===== src/rtl/ser_pkg.sv =====
package ser_pkg;

  typedef enum logic [1:0] {
    INS_PLAIN = 2'b00,
    INS_SYNC  = 2'b01,
    INS_ISYNC = 2'b10,
    INS_RSVD  = 2'b11
  } ins_class_e;

  typedef struct packed {
    logic need_exec;
    logic need_fetch;
  } ser_req_t;

endpackage


===== src/rtl/ser_classify.sv =====
module ser_classify
  import ser_pkg::*;
(
  input  logic       ins_valid,
  input  logic [1:0] ins_class,
  input  logic       ser_mode,
  input  logic       dbg_mode,
  output ser_req_t   req
);

  ins_class_e cls;

  always_comb begin
    cls = ins_class_e'(ins_class);
    req = '0;
    if (ins_valid) begin
      case (cls)
        INS_SYNC:  req.need_exec  = 1'b1;
        INS_ISYNC: req.need_fetch = 1'b1;
        default:   req.need_exec  = 1'b0;
      endcase
      if (ser_mode || dbg_mode) begin
        req.need_fetch = 1'b1;
      end
    end
  end

endmodule


===== src/rtl/ser_drain_mon.sv =====
module ser_drain_mon #(
  parameter int CNT_W = 4
) (
  input  logic [CNT_W-1:0] inflight_cnt,
  input  logic [CNT_W-1:0] memq_cnt,
  input  logic             bufs_empty,
  output logic             exec_drained,
  output logic             fetch_drained
);

  localparam logic [CNT_W-1:0] ZERO = '0;

  logic no_inflight;
  logic no_memq;

  always_comb begin
    no_inflight   = (inflight_cnt == ZERO);
    no_memq       = (memq_cnt == ZERO);
    fetch_drained = no_inflight;
    exec_drained  = no_inflight && no_memq && bufs_empty;
  end

endmodule


===== src/rtl/ser_hold_slot.sv =====
module ser_hold_slot #(
  parameter int TAG_W = 8
) (
  input  logic             clk,
  input  logic             rst_n,
  input  logic             load,
  input  logic             unload,
  input  logic [TAG_W-1:0] load_tag,
  output logic             full,
  output logic [TAG_W-1:0] tag
);

  logic full_nx;

  always_comb begin
    full_nx = full;
    if (load) begin
      full_nx = 1'b1;
    end else if (unload) begin
      full_nx = 1'b0;
    end
  end

  always_ff @(posedge clk or negedge rst_n) begin
    if (!rst_n) begin
      full <= 1'b0;
    end else begin
      full <= full_nx;
    end
  end

  always_ff @(posedge clk or negedge rst_n) begin
    if (!rst_n) begin
      tag <= '0;
    end else if (load) begin
      tag <= load_tag;
    end
  end

endmodule


===== src/rtl/ser_ctrl.sv =====
module ser_ctrl
  import ser_pkg::*;
#(
  parameter int TAG_W = 8,
  parameter int CNT_W = 4,
  parameter int RST_STAGES = 2
) (
  input  logic             clk,
  input  logic             rst_n,
  input  logic             dec_valid,
  input  logic [1:0]       dec_class,
  input  logic [TAG_W-1:0] dec_tag,
  input  logic             ser_mode,
  input  logic             dbg_mode,
  input  logic [CNT_W-1:0] inflight_cnt,
  input  logic [CNT_W-1:0] memq_cnt,
  input  logic             bufs_empty,
  output logic             dec_ready,
  output logic             issue_valid,
  output logic [TAG_W-1:0] issue_tag,
  output logic             issue_hold,
  output logic             fetch_hold
);

  localparam int SYNC_MSB = RST_STAGES - 1;

  // reset: asserted asynchronously, released on a clock edge
  logic [SYNC_MSB:0] rst_pipe;
  logic              rst_sync_n;

  always_ff @(posedge clk or negedge rst_n) begin
    if (!rst_n) begin
      rst_pipe <= '0;
    end else begin
      rst_pipe <= {rst_pipe[SYNC_MSB-1:0], 1'b1};
    end
  end

  assign rst_sync_n = rst_pipe[SYNC_MSB];

  // datapath between the submodules
  ser_req_t         req;
  logic             exec_drained;
  logic             fetch_drained;
  logic             slot_full;
  logic [TAG_W-1:0] slot_tag;
  logic             accept;
  logic             is_ser;
  logic             slot_load;
  logic             slot_unload;

  // state
  logic             exec_pend;
  logic             fetch_pend;
  logic             exec_pend_nx;
  logic             fetch_pend_nx;
  logic             issue_valid_nx;
  logic             issue_tag_en;
  logic [TAG_W-1:0] issue_tag_nx;

  ser_classify u_classify (
    .ins_valid (accept),
    .ins_class (dec_class),
    .ser_mode  (ser_mode),
    .dbg_mode  (dbg_mode),
    .req       (req)
  );

  ser_drain_mon #(.CNT_W(CNT_W)) u_drain (
    .inflight_cnt  (inflight_cnt),
    .memq_cnt      (memq_cnt),
    .bufs_empty    (bufs_empty),
    .exec_drained  (exec_drained),
    .fetch_drained (fetch_drained)
  );

  ser_hold_slot #(.TAG_W(TAG_W)) u_slot (
    .clk      (clk),
    .rst_n    (rst_sync_n),
    .load     (slot_load),
    .unload   (slot_unload),
    .load_tag (dec_tag),
    .full     (slot_full),
    .tag      (slot_tag)
  );

  // next-state logic
  always_comb begin
    dec_ready = !slot_full;
    accept    = dec_valid && dec_ready;
    is_ser    = req.need_exec || req.need_fetch;
    slot_load = accept && is_ser;

    // a new request can only arrive with the slot empty, so it never
    // collides with the release of an older one
    if (slot_load && req.need_exec) begin
      exec_pend_nx = 1'b1;
    end else begin
      exec_pend_nx = exec_pend && !exec_drained;
    end

    if (slot_load && req.need_fetch) begin
      fetch_pend_nx = 1'b1;
    end else begin
      fetch_pend_nx = fetch_pend && !fetch_drained;
    end

    slot_unload    = slot_full && !exec_pend_nx && !fetch_pend_nx;
    issue_valid_nx = (accept && !is_ser) || slot_unload;
    issue_tag_en   = issue_valid_nx;
    issue_tag_nx   = slot_unload ? slot_tag : dec_tag;
  end

  // registers
  always_ff @(posedge clk or negedge rst_sync_n) begin
    if (!rst_sync_n) begin
      exec_pend   <= 1'b0;
      fetch_pend  <= 1'b0;
      issue_valid <= 1'b0;
    end else begin
      exec_pend   <= exec_pend_nx;
      fetch_pend  <= fetch_pend_nx;
      issue_valid <= issue_valid_nx;
    end
  end

  always_ff @(posedge clk or negedge rst_sync_n) begin
    if (!rst_sync_n) begin
      issue_tag <= '0;
    end else if (issue_tag_en) begin
      issue_tag <= issue_tag_nx;
    end
  end

  assign issue_hold = exec_pend;
  assign fetch_hold = fetch_pend;

endmodule


===== config.mk =====
export PLATFORM = sky130hd
export DESIGN_NAME = ser_ctrl
export DESIGN_NICKNAME = d
export VERILOG_FILES = /design/src/rtl/ser_pkg.sv /design/src/rtl/ser_classify.sv /design/src/rtl/ser_drain_mon.sv /design/src/rtl/ser_hold_slot.sv /design/src/rtl/ser_ctrl.sv
export SDC_FILE = /design/constraint.sdc
export NUM_CORES = 1
export LEC_CHECK = 0
export ABC_AREA = 1
export BUFFER_PORTS_ARGS = -buffer_cell sky130_fd_sc_hd__buf_2
export CAP_MARGIN = 20
export CORE_ASPECT_RATIO = 1.75
export CORE_MARGIN = 4
export CORE_UTILIZATION = 45
export DETAILED_ROUTE_END_ITERATION = 10
export PLACE_DENSITY = 0.71
export SYNTH_ARGS = -nofsm -noshare
export SYNTH_HDL_FRONTEND = slang
export SYNTH_SLANG_ARGS = --single-unit

===== constraint.sdc =====
create_clock -name clk -period 1.02 [get_ports clk]
set_clock_uncertainty 0.15 [all_clocks]
set_input_delay 0.051 -clock clk [delete_from_list [all_inputs] [get_ports clk]]
set_output_delay 0.051 -clock clk [all_outputs]
set_load 0.01 [all_outputs]

Yosys cells after proc, flatten, opt, wreduce, memory -nomap -nowiden
Index checks and enable logic that the tools add are counted.

cells by class
  equal/unequal tests = 2
  multiplexer cells = 9
  reduce and logical (&&, ||, !) cells = 23

operators with widths
  kind                                                  number
  logical AND 1 bit                                     11
  zero test 4 bit                                       2
  2-to-1 mux 8 bit                                      1
  2-to-1 mux 1 bit                                      7
  zero test 1 bit                                       6
  logical OR 1 bit                                      3
  equality test 2 x 1 -> 1 bit (second input constant)  1
  equality test 2 bit (second input constant)           1
  2-to-1 mux 2 bit                                      1
  nonzero test 2 bit                                    1

storage, ports and cells
  bits in registers = 22
  input port bits = 24
  word-level logic and storage cells = 41

Depth between registers and ports, before layout
  depth in word-level cells = 13
  gate-level depth with buffers = 9
  mapped depth without buffers = 9

Modules after synthesis
A second synthesis with hierarchy kept.

unflattened totals
  cells, all modules = 142
  area total of the unflattened synthesis = 1,104.8 um2

by module, submodules not included
  module         instances  cells an instance  area an instance (um2)  sequential area each (um2)
  ser_ctrl       1          89                 686.9                   325.3
  ser_hold_slot  1          38                 341.6                   225.2
  ser_drain_mon  1          9                  46.3                    0.0
  ser_classify   1          6                  30.0                    0.0

Least setup slack after synthesis
No wires, ideal clock.

  kind = reg2reg
  start = reg u_slot.full
  end = reg issue_tag[0]
  setup time = 0.065 ns
  arrival = 1.157 ns
  setup slack = -0.352 ns
  stages on the path, launching flop included = 9
  path buffers = 1
  period minus slack after synthesis = 1.372 ns
  cell sequence = dfrtp_1 -> nor2_4 -> buf_6 -> o21ai_2 -> nand2_4 -> inv_4 -> nand2_8 -> nand3_2 -> nand2_1

on the way
  cells in the longest elaborated chain, start to end = 11
  elaborated cells between the ends (all ways) = 17
  classes of those cells = mux (4); reduce/logical (13)

RTL lines
  what                                                         line                              source
  start, declared                                              ser_hold_slot.sv:9                output logic full,
  start signal, assigned                                       ser_hold_slot.sv:28               full <= full_nx;
  zero test 1 bit                                              ser_ctrl.sv:89                    dec_ready = !slot_full;
  logical AND 1 bit                                            ser_ctrl.sv:90                    accept = dec_valid && dec_ready;
  2-to-1 mux 2 bit                                             ser_classify.sv:16                if (ins_valid) begin
  logical OR 1 bit                                             ser_ctrl.sv:91                    is_ser = req.need_exec || req.need_fetch;
  logical AND 1 bit                                            ser_ctrl.sv:92                    slot_load = accept && is_ser;
  logical AND 1 bit                                            ser_ctrl.sv:96                    if (slot_load && req.need_exec) begin
  2-to-1 mux 1 bit                                             ser_ctrl.sv:96
  zero test 1 bit                                              ser_ctrl.sv:108                   slot_unload = slot_full && !exec_pend_nx && !fetch_pend_nx;
  logical AND 1 bit (2 in series)                              ser_ctrl.sv:108
  2-to-1 mux 8 bit / logical OR 1 bit (equally long branches)  ser_ctrl.sv:111, ser_ctrl.sv:109
  end signal, assigned                                         ser_ctrl.sv:131                   issue_tag <= issue_tag_nx;
  end, declared                                                ser_ctrl.sv:20                    output logic [TAG_W-1:0] issue_tag,

Several ways; a longest one is shown, not always the timed one.
A chain may end at the register's enable or synchronous reset.

Final worst setup path
  start = reg u_slot.full
  end = reg issue_tag[5]

Same word-level chain as after synthesis.

==> results_dict.tcl <==
set metrics [dict create \
    htreeDepth 1 \
    clkLatencyLatePin_ps 270 \
    synth_xor_area_share_pct 0 \
    grt_pass1_vias 1079 \
    diodes 0 \
    avgViaCountPerCell 5.24 \
    p_int_mw 2.87 \
    max_freq_ghz 0.649 \
    cpPeakStageDelay_ps 440 \
    cp_common_cell "nand2_1" \
    grt_max_degree 21 \
    slew_viol_final 0 \
    core_um2 2520 \
    wire_per_inst_um 14.5 \
    violations "negative setup slack" \
    final_nets 232 \
    synth_top_family_by_area "simple AND/OR/NAND/NOR gates" \
    drt-initial-drc-count 69 \
    cts_buffers 3 \
    die_y_um 75.9 \
    rrSetupSlack_ps -520 \
    port_buffers 35 \
    tightestPinTransition_ps 567 \
    grt_pass1_wl_um 4680 \
    async_reset_ff_share_pct 100 \
    synth_top_area_share_pct 46.5 \
    min_period_over_period_pct 151 \
    r2r_cells 7 \
    end_kind "register" \
    switching_power_mw 1.64 \
    synthAdderAreaFrac_pct 0 \
    drcViolationCount 0 \
    syn_inst 133 \
    synth_commonest_cells "nand2_1, dfrtp_1, nand4_1" \
    status "finished, violations left" \
    cts.sinks 22 \
    postSynthAreaPerCell_um2 8.91 \
    yosys-top-cells-area "dfrtp_1, nand2_1, nand4_1" \
    grt_use_total_pct 17.9 \
    cts_tree "built" \
    slew_headroom_pct 62.1 \
    via_count 1220 \
    clockBufferDepth 2 \
    endpoint "issue_tag[5]" \
    cp_cell_sequence "nor2_4 > nand3_4 > buf_12 > nand3_2 > nand2_1 > nand2_1 > nand2_1" \
    ys_warn_count 0 \
    pin_count 36 \
    maxCapViolCount 0 \
    min_period_ps 1540 \
    synth.ff_latch_count 22 \
    cp_slowest_cell "dfrtp_2" \
    grt_setup_unrepaired "yes" \
    post-place-ws_ps -403 \
    synth_edf_count 0 \
    ant_nets 0 \
    power_density_nw_per_um2 2450 \
    yosys.area_share.simple_pct 38.9 \
    finalWorstSetupSlack_ps -522 \
    synthesis.area_um2 1180 \
    pwr-share-seq_pct 32.2 \
    place_hpwl_um 2040 \
    rows 24 \
    drive_gt1_share_pct 44.0 \
    crit_arrival_ps 1540 \
    synthMuxAreaShare_pct 0 \
    gp_congestion 0.790 \
    combPwrFrac_pct 49.7 \
    finalHoldViolations 0 \
    synth_compound_area_share_pct 5.49 \
    r2r_end "issue_tag[5]" \
    ys_types 20 \
    synth-seq-area-share_pct 46.5 \
    ir_drop_mv 1.29 \
    path_clk_slew_ps 80 \
    cp.required_ps 1020 \
    total_power_mw 4.51 \
    clkPwrFrac_pct 18.1 \
    crit_path_max_fanout 6 \
    first_pass_iters 5 \
    finalSetupViolCount 23 \
    grt_overflow 0 \
    cp-startpoint "u_slot.full" \
    start_util_pct 47.0 \
    cts_root_buf "clkbuf_8" \
    min_path_type "reg -> async" \
    switching_share_pct 36.4 \
    path_class "reg -> reg" \
    synth_top_area_cell "dfrtp_1" \
    area_delta_synth_final_pct 55.4 \
    ys.flop_type "dfrtp_1" \
    synth_nets 157 \
    die_area_um2 3550 \
    cp-start-kind "register" \
    reg2reg_from "u_slot.full" \
    antenna_found_initial 0 \
    routed_wl_um 3380 \
    synth.most_common_cell "nand2_1" \
    p_leak_nw 0.968 \
    die_w_um 46.8 \
]
[cells by family (layout without fill, tap and decap cells)]
| family | count (synthesis) | count (layout) |
|---|---|---|
| DFF | 22 | 22 |
| and+or+nand+nor | 79 | 80 |
| other | 1 | 1 |
| AOI/OAI and AO/OA | 10 | 10 |
| buffers and inverters | 21 | 94 |
[metrics by stage]
step,std cells,hold WS (ps),instance area [µm²],setup TNS (ps),utilization (%)
after floorplan,133,-395,1200,-5930,-
after global placement,203,-314,1470,-5470,58.3
after detailed placement,203,-311,1470,-6430,58.3
after CTS,218,58.4,1680,-7520,66.5
after global routing,233,92.4,1840,-9170,73.0
final,233,52.1,1840,-7650,73.0
[worst max-delay path: cells and delay by family, from the launching register on]
kind | cells | cell delay [ps]
AND/OR/NAND/NOR | 6 | 690
flip-flops | 1 | 440
buffers and inverters | 1 | 160
[cell usage in the layout (no fill, tap or decap)]
cell type      Yosys  final
nand3_2            8      9
nor2_2             2      2
dfrtp_2            0      1
nor2_4             1      1
a21oi_4            1      1
bufinv_16          0      1
dlygate4sd3_1      0     11
buf_8              0      1
nand2_1           42     40
nand2_2            1      3
o21ai_1            8      8
clkbuf_8           0      3
inv_4              1      1
nand4_1           16     16
inv_2              1      1
buf_12             0      2
nor2_1             4      4
clkbuf_16          0      1
inv_1             15     15
buf_6              3      6
nand2_8            1      1
o21ai_4            0      1
nand3_4            2      2
nand2_4            2      2
buf_2              1     32
dfrtp_1           22     21
buf_4              0     20
conb_1             1      1
[power groups by stage]
stage | registers [mW] | clock network [mW] | logic (mW)
2_1_floorplan | 1.57 | 0 | 0.973
3_3_place_gp | 1.45 | 0 | 1.64
3_5_place_dp | 1.48 | 0 | 1.68
4_1_cts | 1.46 | 0.828 | 1.81
5_1_grt | 1.49 | 0.859 | 2.43
6_report | 1.45 | 0.818 | 2.24
[what timing repair did]
action                                  CTS  global route
pin swaps                                 3             3
gates cloned                              0             2
resized for setup                         5             6
buffers inserted                          0            13
hold buffers                             11             0
endpoints found under the setup margin   23            31
endpoints found under the hold margin    15             0
[area by class of cell]
type	instances	area, µm²
multi-input cells	91	552
clock buffers	3	41.3
repair buffers	73	568
flip-flops and latches	22	552
fillers	189	681
clock inverters	1	30.0
well taps	26	32.5
inverters	17	66.3
[registers in the layout, summed over array words and instances (netlist names)]
name,flops
u_slot.tag,8
issue_valid,1
fetch_hold,1
issue_tag,8
u_slot.full,1
issue_hold,1
rst_pipe,2
[how the worst min path moves through the flow]
| stage | slack, ps | cells past startpoint | end | from |
|---|---|---|---|---|
| after detailed placement | -310 | 1 | rst_pipe[1] | rst_n |
| after CTS | 60 | 1 | u_slot.tag[3] | rst_pipe[1] |
| final | 50 | 1 | u_slot.tag[6] | rst_pipe[1] |
| after floorplan | -390 | 0 | rst_pipe[0] | rst_n |
| after global placement | -310 | 1 | rst_pipe[1] | rst_n |
| after global routing | 90 | 1 | u_slot.tag[3] | rst_pipe[1] |
[routing by layer]
layer  track usage (%)  share of wire [%]  vias up
met4              7.38                3.0        0
met3              2.13                5.5       15
met1              19.4                 33      570
met2              33.3                 59       53
li1                  -                  -      582
met5                 0                  0        -
Power figures use the tool's default switching activity.
